File: src/rtl/pfa_pkg.sv
package pfa_pkg;

    // Instruction word layout, most significant field first.
    typedef struct packed {
        logic [3:0] op;
        logic [4:0] hi;
        logic [4:0] lo;
        logic [7:0] lit;
        logic [1:0] sel;
        logic [7:0] addr;
    } instr_t;

    typedef enum logic [1:0] {
        ST_IDLE  = 2'd0,
        ST_REQ   = 2'd1,
        ST_WAIT  = 2'd2,
        ST_WRITE = 2'd3
    } state_t;

endpackage

File: src/rtl/pfa_decode.sv
module pfa_decode #(
    parameter int DATA_W    = 32,
    parameter int NUM_BANKS = 3,
    parameter int OP_RD     = 2,
    parameter int OP_WR     = 1,
    localparam int IDX_W    = $clog2(DATA_W)
) (
    input  logic [3:0]        op,
    input  logic [IDX_W-1:0]  hi,
    input  logic [IDX_W-1:0]  lo,
    input  logic [1:0]        sel,
    output logic              ok,
    output logic              is_wr,
    output logic [DATA_W-1:0] mask
);
    logic bank_ok;
    logic range_ok;
    logic op_ok;

    assign bank_ok  = int'(sel) < NUM_BANKS;
    assign range_ok = hi >= lo;
    assign is_wr    = op == 4'(OP_WR);
    assign op_ok    = is_wr || (op == 4'(OP_RD));
    assign ok       = bank_ok && range_ok && op_ok;

    // One comparator pair per bit builds the contiguous field mask.
    for (genvar i = 0; i < DATA_W; i++) begin : g_mask
        localparam logic [IDX_W:0] POS = (IDX_W+1)'(i);
        assign mask[i] = (POS >= {1'b0, lo}) && (POS <= {1'b0, hi});
    end

endmodule

File: src/rtl/pfa_field.sv
module pfa_field #(
    parameter int DATA_W = 32,
    parameter int R0_W   = 16,
    parameter int LIT_W  = 8,
    localparam int IDX_W = $clog2(DATA_W)
) (
    input  logic [DATA_W-1:0] rdata,
    input  logic [DATA_W-1:0] mask,
    input  logic [IDX_W-1:0]  lo,
    input  logic [LIT_W-1:0]  lit,
    output logic [R0_W-1:0]   field,
    output logic [DATA_W-1:0] merged
);
    logic [DATA_W-1:0] masked;
    logic [DATA_W-1:0] lit_sh;

    assign masked = rdata & mask;
    assign field  = R0_W'(masked >> lo);
    assign lit_sh = {{(DATA_W-LIT_W){1'b0}}, lit} << lo;

    for (genvar i = 0; i < DATA_W; i++) begin : g_merge
        assign merged[i] = mask[i] ? lit_sh[i] : rdata[i];
    end

endmodule

File: src/rtl/pfa_fsm.sv
module pfa_fsm
    import pfa_pkg::*;
#(
    parameter int DATA_W = 32,
    parameter int R0_W   = 16
) (
    input  logic              clk,
    input  logic              rst_n,
    input  logic              start,
    input  logic              ok,
    input  logic              is_wr,
    input  logic [R0_W-1:0]   field,
    input  logic [DATA_W-1:0] merged,
    output logic              idle,
    output logic              done,
    output logic              err,
    output logic [R0_W-1:0]   r0,
    output logic              bus_rd,
    output logic              bus_we,
    output logic [DATA_W-1:0] bus_wdata
);
    state_t state;
    state_t state_nx;

    assign idle = state == ST_IDLE;

    always_comb begin
        state_nx = state;
        unique case (state)
            ST_IDLE:  if (start && ok) state_nx = ST_REQ;
            ST_REQ:   state_nx = ST_WAIT;
            ST_WAIT:  state_nx = is_wr ? ST_WRITE : ST_IDLE;
            ST_WRITE: state_nx = ST_IDLE;
            default:  state_nx = ST_IDLE;
        endcase
    end

    always_ff @(posedge clk or negedge rst_n) begin
        if (!rst_n) state <= ST_IDLE;
        else        state <= state_nx;
    end

    always_ff @(posedge clk or negedge rst_n) begin
        if (!rst_n) begin
            done      <= 1'b0;
            err       <= 1'b0;
            r0        <= '0;
            bus_rd    <= 1'b0;
            bus_we    <= 1'b0;
            bus_wdata <= '0;
        end else begin
            done   <= 1'b0;
            err    <= 1'b0;
            bus_rd <= 1'b0;
            bus_we <= 1'b0;
            unique case (state)
                ST_IDLE: begin
                    if (start) begin
                        bus_rd <= ok;
                        done   <= !ok;
                        err    <= !ok;
                    end
                end
                ST_REQ: begin
                end
                ST_WAIT: begin
                    if (is_wr) begin
                        bus_we    <= 1'b1;
                        bus_wdata <= merged;
                    end else begin
                        r0   <= field;
                        done <= 1'b1;
                    end
                end
                ST_WRITE: done <= 1'b1;
                default: begin
                end
            endcase
        end
    end

    assert_no_rd_we_overlap_R4: assert property (@(posedge clk) disable iff (!rst_n)
        !(bus_rd && bus_we));

    assert_we_follows_rd_R4: assert property (@(posedge clk) disable iff (!rst_n)
        bus_we |-> $past(bus_rd, 2));

    assert_single_read_R2: assert property (@(posedge clk) disable iff (!rst_n)
        bus_rd |=> !bus_rd);

    assert_err_with_done_R7: assert property (@(posedge clk) disable iff (!rst_n)
        err |-> done);

    assert_err_no_bus_R7: assert property (@(posedge clk) disable iff (!rst_n)
        err |-> (!bus_rd && !bus_we));

    assert_err_keeps_r0_R7: assert property (@(posedge clk) disable iff (!rst_n)
        err |-> $stable(r0));

endmodule

File: src/rtl/pfa_unit.sv
module pfa_unit
    import pfa_pkg::*;
#(
    parameter int DATA_W    = 32,
    parameter int R0_W      = 16,
    parameter int NUM_BANKS = 3,
    parameter int OP_RD     = 2,
    parameter int OP_WR     = 1
) (
    input  logic              clk,
    input  logic              rst_n,
    input  logic              start,
    input  logic [31:0]       instr,
    output logic              done,
    output logic              err,
    output logic [R0_W-1:0]   r0,
    output logic              bus_rd,
    output logic              bus_we,
    output logic [1:0]        bus_bank,
    output logic [7:0]        bus_addr,
    output logic [DATA_W-1:0] bus_wdata,
    input  logic [DATA_W-1:0] bus_rdata
);
    localparam int LIT_W = 8;

    instr_t            held;
    instr_t            dec_src;
    logic              idle;
    logic              ok;
    logic              is_wr;
    logic [DATA_W-1:0] mask;
    logic [R0_W-1:0]   field;
    logic [DATA_W-1:0] merged;

    // Capture the word when it is accepted; it then drives the bus fields.
    always_ff @(posedge clk or negedge rst_n) begin
        if (!rst_n)             held <= '0;
        else if (idle && start) held <= instr_t'(instr);
    end

    assign dec_src  = idle ? instr_t'(instr) : held;
    assign bus_bank = held.sel;
    assign bus_addr = held.addr;

    pfa_decode #(
        .DATA_W(DATA_W), .NUM_BANKS(NUM_BANKS), .OP_RD(OP_RD), .OP_WR(OP_WR)
    ) u_decode (
        .op(dec_src.op), .hi(dec_src.hi), .lo(dec_src.lo), .sel(dec_src.sel),
        .ok(ok), .is_wr(is_wr), .mask(mask)
    );

    pfa_field #(
        .DATA_W(DATA_W), .R0_W(R0_W), .LIT_W(LIT_W)
    ) u_field (
        .rdata(bus_rdata), .mask(mask), .lo(held.lo), .lit(held.lit),
        .field(field), .merged(merged)
    );

    pfa_fsm #(
        .DATA_W(DATA_W), .R0_W(R0_W)
    ) u_fsm (
        .clk(clk), .rst_n(rst_n), .start(start), .ok(ok), .is_wr(is_wr),
        .field(field), .merged(merged), .idle(idle), .done(done), .err(err),
        .r0(r0), .bus_rd(bus_rd), .bus_we(bus_we), .bus_wdata(bus_wdata)
    );

    assert_merge_keeps_outside_R4: assert property (@(posedge clk) disable iff (!rst_n)
        bus_we |-> (((bus_wdata ^ $past(bus_rdata)) & ~mask) == '0));

    assert_write_same_target_R1: assert property (@(posedge clk) disable iff (!rst_n)
        bus_we |-> ($stable(bus_addr) && $stable(bus_bank)));

endmodule

File: config.mk
export PLATFORM = sky130hd
export DESIGN_NAME = pfa_unit
export DESIGN_NICKNAME = d
export VERILOG_FILES = /design/src/rtl/pfa_pkg.sv /design/src/rtl/pfa_decode.sv /design/src/rtl/pfa_field.sv /design/src/rtl/pfa_fsm.sv /design/src/rtl/pfa_unit.sv
export SDC_FILE = /design/constraint.sdc
export NUM_CORES = 1
export LEC_CHECK = 0
export BUFFER_PORTS_ARGS = -buffer_cell sky130_fd_sc_hd__buf_2
export CORE_ASPECT_RATIO = 0.8
export CORE_MARGIN = 2
export CORE_UTILIZATION = 45
export DETAILED_ROUTE_END_ITERATION = 8
export PLACE_DENSITY = 0.74
export SYNTH_ARGS = -nofsm -noshare
export SYNTH_HDL_FRONTEND = slang
export SYNTH_HIERARCHICAL = 1
export SYNTH_SLANG_ARGS = --single-unit
File: constraint.sdc
create_clock -name clk -period 9.4 [get_ports clk]
set_input_delay 0.47 -clock clk [delete_from_list [all_inputs] [get_ports clk]]
set_output_delay 0.47 -clock clk [all_outputs]
set_load 0.01 [all_outputs]
==> results.json <==
{
  "synth.net_count": 821,
  "hold_path.class": "primary input to asynchronous set/reset pin",
  "grt_util_all_layers_pct": 26.7,
  "crit_slowest_cell": "sky130_fd_sc_hd__nor2_2",
  "drt_drc_violations_left": 0,
  "fin_nets": 901,
  "fin_ws_ns": 4.95,
  "final_cell_count_no_fill": 1049,
  "final.hold.worst_slack_ns": 0.00421,
  "clock_latency_ns": 0.37,
  "warning_count_from_the_yosys_run": 6,
  "pwr-share-comb_pct": 36.9,
  "critical_path_arrival_ns": 4.75,
  "leakage_power_nw": 3.73,
  "synth_top_area_share_pct": 29.6,
  "number_of_buffers_added_to_fix_hold_violations_after_cts": 0,
  "cell_total_after_placement": 1033,
  "category_of_the_worst_setup_path_capture_point": "register",
  "fmaxAchievable_ghz": 0.225,
  "floorplan.initialDensity_pct": 46.0,
  "final_min_period_over_clock_period_pct": 47.3,
  "seq_area_frac_synth_pct": 29.6,
  "via_per_inst": 6.20,
  "grt_antenna_before_repair": 0,
  "areaGrowthSynthToFinish_pct": 10.8,
  "slew-limit-headroom_pct": 22.7,
  "gp_congestion": 1.05,
  "critical_path.startpoint_type": "register",
  "vdd.ir_drop.worst_uv": 121,
  "synth_cell_types": 79,
  "drt_wl_total_um": 23100,
  "avgRoutedWirePerCell_um": 22.0,
  "synthFlopType": "sky130_fd_sc_hd__dfrtp_1",
  "vias_in_the_first_global_route": 5896,
  "drt_pre_antenna_iters": 8,
  "clock_power_share_pct": 28.9,
  "synth.top_cells.by_area": "sky130_fd_sc_hd__dfrtp_1 30%, sky130_fd_sc_hd__mux2_2 11%, sky130_fd_sc_hd__mux2_4 8.3%",
  "cts-buffers-inserted": 9,
  "global_route.overflow_total": 0,
  "cellInternalPower_w": 0.000790,
  "grt_pass1_wl_um": 35300,
  "netSwitchingPower_w": 0.000484,
  "p_sw_share_pct": 38.0,
  "post_cts.resized_instances": 0,
  "post_cts.repair.setup_buffers": 0,
  "timing.final.hold_violations": 0,
  "fin_crit_ns": 4.45,
  "pwr-share-seq_pct": 34.1,
  "clock_slew_seen_by_the_registers_of_the_worst_setup_and_hold_paths_ns": 0.08,
  "timing.final.setup_violations": 0,
  "cts_buffer_depth": 2,
  "synth_top_cells_by_count": "86 x sky130_fd_sc_hd__dfrtp_1, 74 x sky130_fd_sc_hd__nand2_1, 68 x sky130_fd_sc_hd__mux2_2, 57 x sky130_fd_sc_hd__nor2_1, 40 x sky130_fd_sc_hd__mux2_4",
  "routed-via-count": 6502,
  "floorplan.die_area_um2": 17200,
  "final_antenna_net_count": 0,
  "timing.clock.skew_ns": 0.0171,
  "design_area_um2": 8060,
  "critPathKind": "register to register",
  "cts_htree_levels": 3,
  "slowest_delay_ns": 0.84,
  "final_layout_size_suffix_gt1_share_pct": 35.3,
  "port-buffer-count": 128,
  "ys_seq_elements": 86,
  "post-place-ws_ns": 5.14,
  "clock_sinks": 86,
  "io_pins": 129,
  "synth_cells": 749,
  "final_count_of_pins_violating_max_slew": 0,
  "cts_tree": "done",
  "grt_setup_unrepaired": "false",
  "maximum_number_of_pins_on_one_net_before_global_route_repair": 82,
  "hpwl_um": 17200,
  "synth_edf_count": 0,
  "die-height_um": 118,
  "root_buffer": "sky130_fd_sc_hd__clkbuf_16",
  "layout.filler_cells": 1489,
  "cp_max_fo": 18,
  "die_width_um": 146,
  "max_cap_violations": 0,
  "worst_pin_slew_ns": 1.14,
  "antenna-diode-count": 0,
  "cp_cell_sequence": "nor2_2 > mux2_2 > o21ai_0 > nand2_1 > a311oi_1 > nand2_1 > mux4_2 > nor3_1 > a2111oi_0 > nand3_1 > mux2_2",
  "synth_top_cell_by_area": "sky130_fd_sc_hd__dfrtp_1",
  "std_cell_rows": 41,
  "power_density_nw_per_um2": 158,
  "fin_tns_setup_ns": 0,
  "async_flop_share_pct": 100,
  "synthesis.area_um2": 7270,
  "postSynthAreaPerCell_um2": 9.71,
  "timing.critical_path.required_ns": 9.70,
  "synth.most_common_cell": "sky130_fd_sc_hd__dfrtp_1",
  "outcome": "complete, no violations",
  "dpl-instance-area_um2": 7760,
  "placeableCoreArea_um2": 15800,
  "drt_iter0_drc": 1003
}
[cells in the final DEF (no fill, tap or decap), types with 3 or more instances in the layout]
| cell | n |
|---|---|
| sky130_fd_sc_hd__buf_4 | 9 |
| sky130_fd_sc_hd__inv_8 | 4 |
| sky130_fd_sc_hd__mux2i_1 | 23 |
| sky130_fd_sc_hd__nor2b_1 | 4 |
| sky130_fd_sc_hd__a32oi_1 | 3 |
| sky130_fd_sc_hd__nor2_1 | 56 |
| sky130_fd_sc_hd__a31oi_1 | 3 |
| sky130_fd_sc_hd__dfrtp_1 | 84 |
| sky130_fd_sc_hd__mux2_2 | 68 |
| sky130_fd_sc_hd__mux2_4 | 40 |
| sky130_fd_sc_hd__nand4b_1 | 14 |
| sky130_fd_sc_hd__a21oi_1 | 31 |
| sky130_fd_sc_hd__nand2_1 | 74 |
| sky130_fd_sc_hd__a2bb2oi_1 | 3 |
| sky130_fd_sc_hd__o21ai_0 | 23 |
| sky130_fd_sc_hd__o211ai_1 | 3 |
| sky130_fd_sc_hd__o21a_1 | 4 |
| sky130_fd_sc_hd__and3_1 | 4 |
| sky130_fd_sc_hd__nor3_1 | 14 |
| sky130_fd_sc_hd__buf_2 | 127 |
| sky130_fd_sc_hd__nand4_1 | 9 |
| sky130_fd_sc_hd__a311oi_1 | 4 |
| sky130_fd_sc_hd__clkbuf_16 | 9 |
| sky130_fd_sc_hd__or3_1 | 4 |
| sky130_fd_sc_hd__o22ai_1 | 25 |
| sky130_fd_sc_hd__mux4_2 | 19 |
| sky130_fd_sc_hd__nand4bb_1 | 7 |
| sky130_fd_sc_hd__nand2b_1 | 12 |
| sky130_fd_sc_hd__inv_1 | 32 |
| sky130_fd_sc_hd__o21ai_1 | 4 |
| sky130_fd_sc_hd__ha_1 | 5 |
| sky130_fd_sc_hd__and4_1 | 7 |
| sky130_fd_sc_hd__a22oi_1 | 9 |
| sky130_fd_sc_hd__and2_1 | 7 |
| sky130_fd_sc_hd__nand3_1 | 23 |
| sky130_fd_sc_hd__a211oi_1 | 9 |
[through the flow]
stage                     power [W]  utilization (%)
final                       0.00127             51.0
after global routing        0.00133             51.0
after CTS                   0.00127             51.0
after detailed placement   0.000897             49.1
after global placement     0.000895             49.1
after floorplan            0.000772                -
[per-layer routing]
metal / vias to the layer above / part of all wire [%] / wire length (um) / global-route usage [%]
li1: 2936 / - / - / -
met1: 3070 / 44 / 10200 / 40.4
met2: 454 / 40 / 9120 / 35.6
met3: 42 / 14 / 3170 / 8.41
met4: 0 / 2.7 / 623 / 8.43
met5: - / 0 / 0 / 0
[final timing paths]
kind | to | from | slack (ns) | cells past startpoint
min in group clk | bus_addr[4] | instr[4] | 0.33 | 2
max reg2reg | u_fsm/r0[2] | u_fsm/state[1] | 4.95 | 11
max | u_fsm/r0[2] | u_fsm/state[1] | 4.95 | 11
min reg2reg | u_fsm/bus_wdata[28] | u_fsm/bus_wdata[28] | 0.50 | 1
max in group asynchronous | held[19] | rst_n | 8.30 | 2
min | u_fsm/r0[3] | rst_n | 0.004 | 1
[power groups by stage]
stage	sequential [W]	clock, W	combinational (W)
after floorplan	0.000450	0	0.000322
after CTS	0.000435	0.000376	0.000458
final	0.000435	0.000368	0.000471
after global routing	0.000441	0.000391	0.000500
after detailed placement	0.000442	0	0.000456
after global placement	0.000442	0	0.000454
[cell families after synthesis]
group / count (synthesis) / share of synthesized area, %
XOR/XNOR: 1 / 0.120
AO/OA/AOI/OAI: 148 / 13.6
AND/OR/NAND/NOR: 255 / 19.0
flip-flops: 86 / 29.6
multiplexers: 152 / 28.1
buffers and inverters: 102 / 8.60
adder cells (fa/ha/maj): 5 / 0.860
[worst max-delay path: cells and delay by family, from the launching register on]
kind | cells | cell delay, ns
DFF | 1 | 0.48
and+or+nand+nor | 5 | 1.46
muxes | 3 | 1.30
AOI/OAI and AO/OA | 3 | 1.14
[area by class of cell]
cell class | count | area, um2 | share of cell area [%]
well taps | 215 | 269 | 3.34
clock inverters | 7 | 70.1 | 0.870
clock buffers | 9 | 225 | 2.80
multi-input cells | 561 | 4500 | 55.8
repair buffers | 136 | 703 | 8.73
inverters | 35 | 136 | 1.69
flip-flops and latches | 86 | 2150 | 26.7
[registers in the layout (all words and copies together) (netlist names)]
register / count
u_fsm/bus_rd: 1
bus_bank: 2
u_fsm/err: 1
bus_addr: 8
u_fsm/bus_we: 1
u_fsm/state: 2
u_fsm/done: 1
held: 22
u_fsm/bus_wdata: 32
u_fsm/r0: 16
No activity file was read; power rests on OpenSTA's default activity.
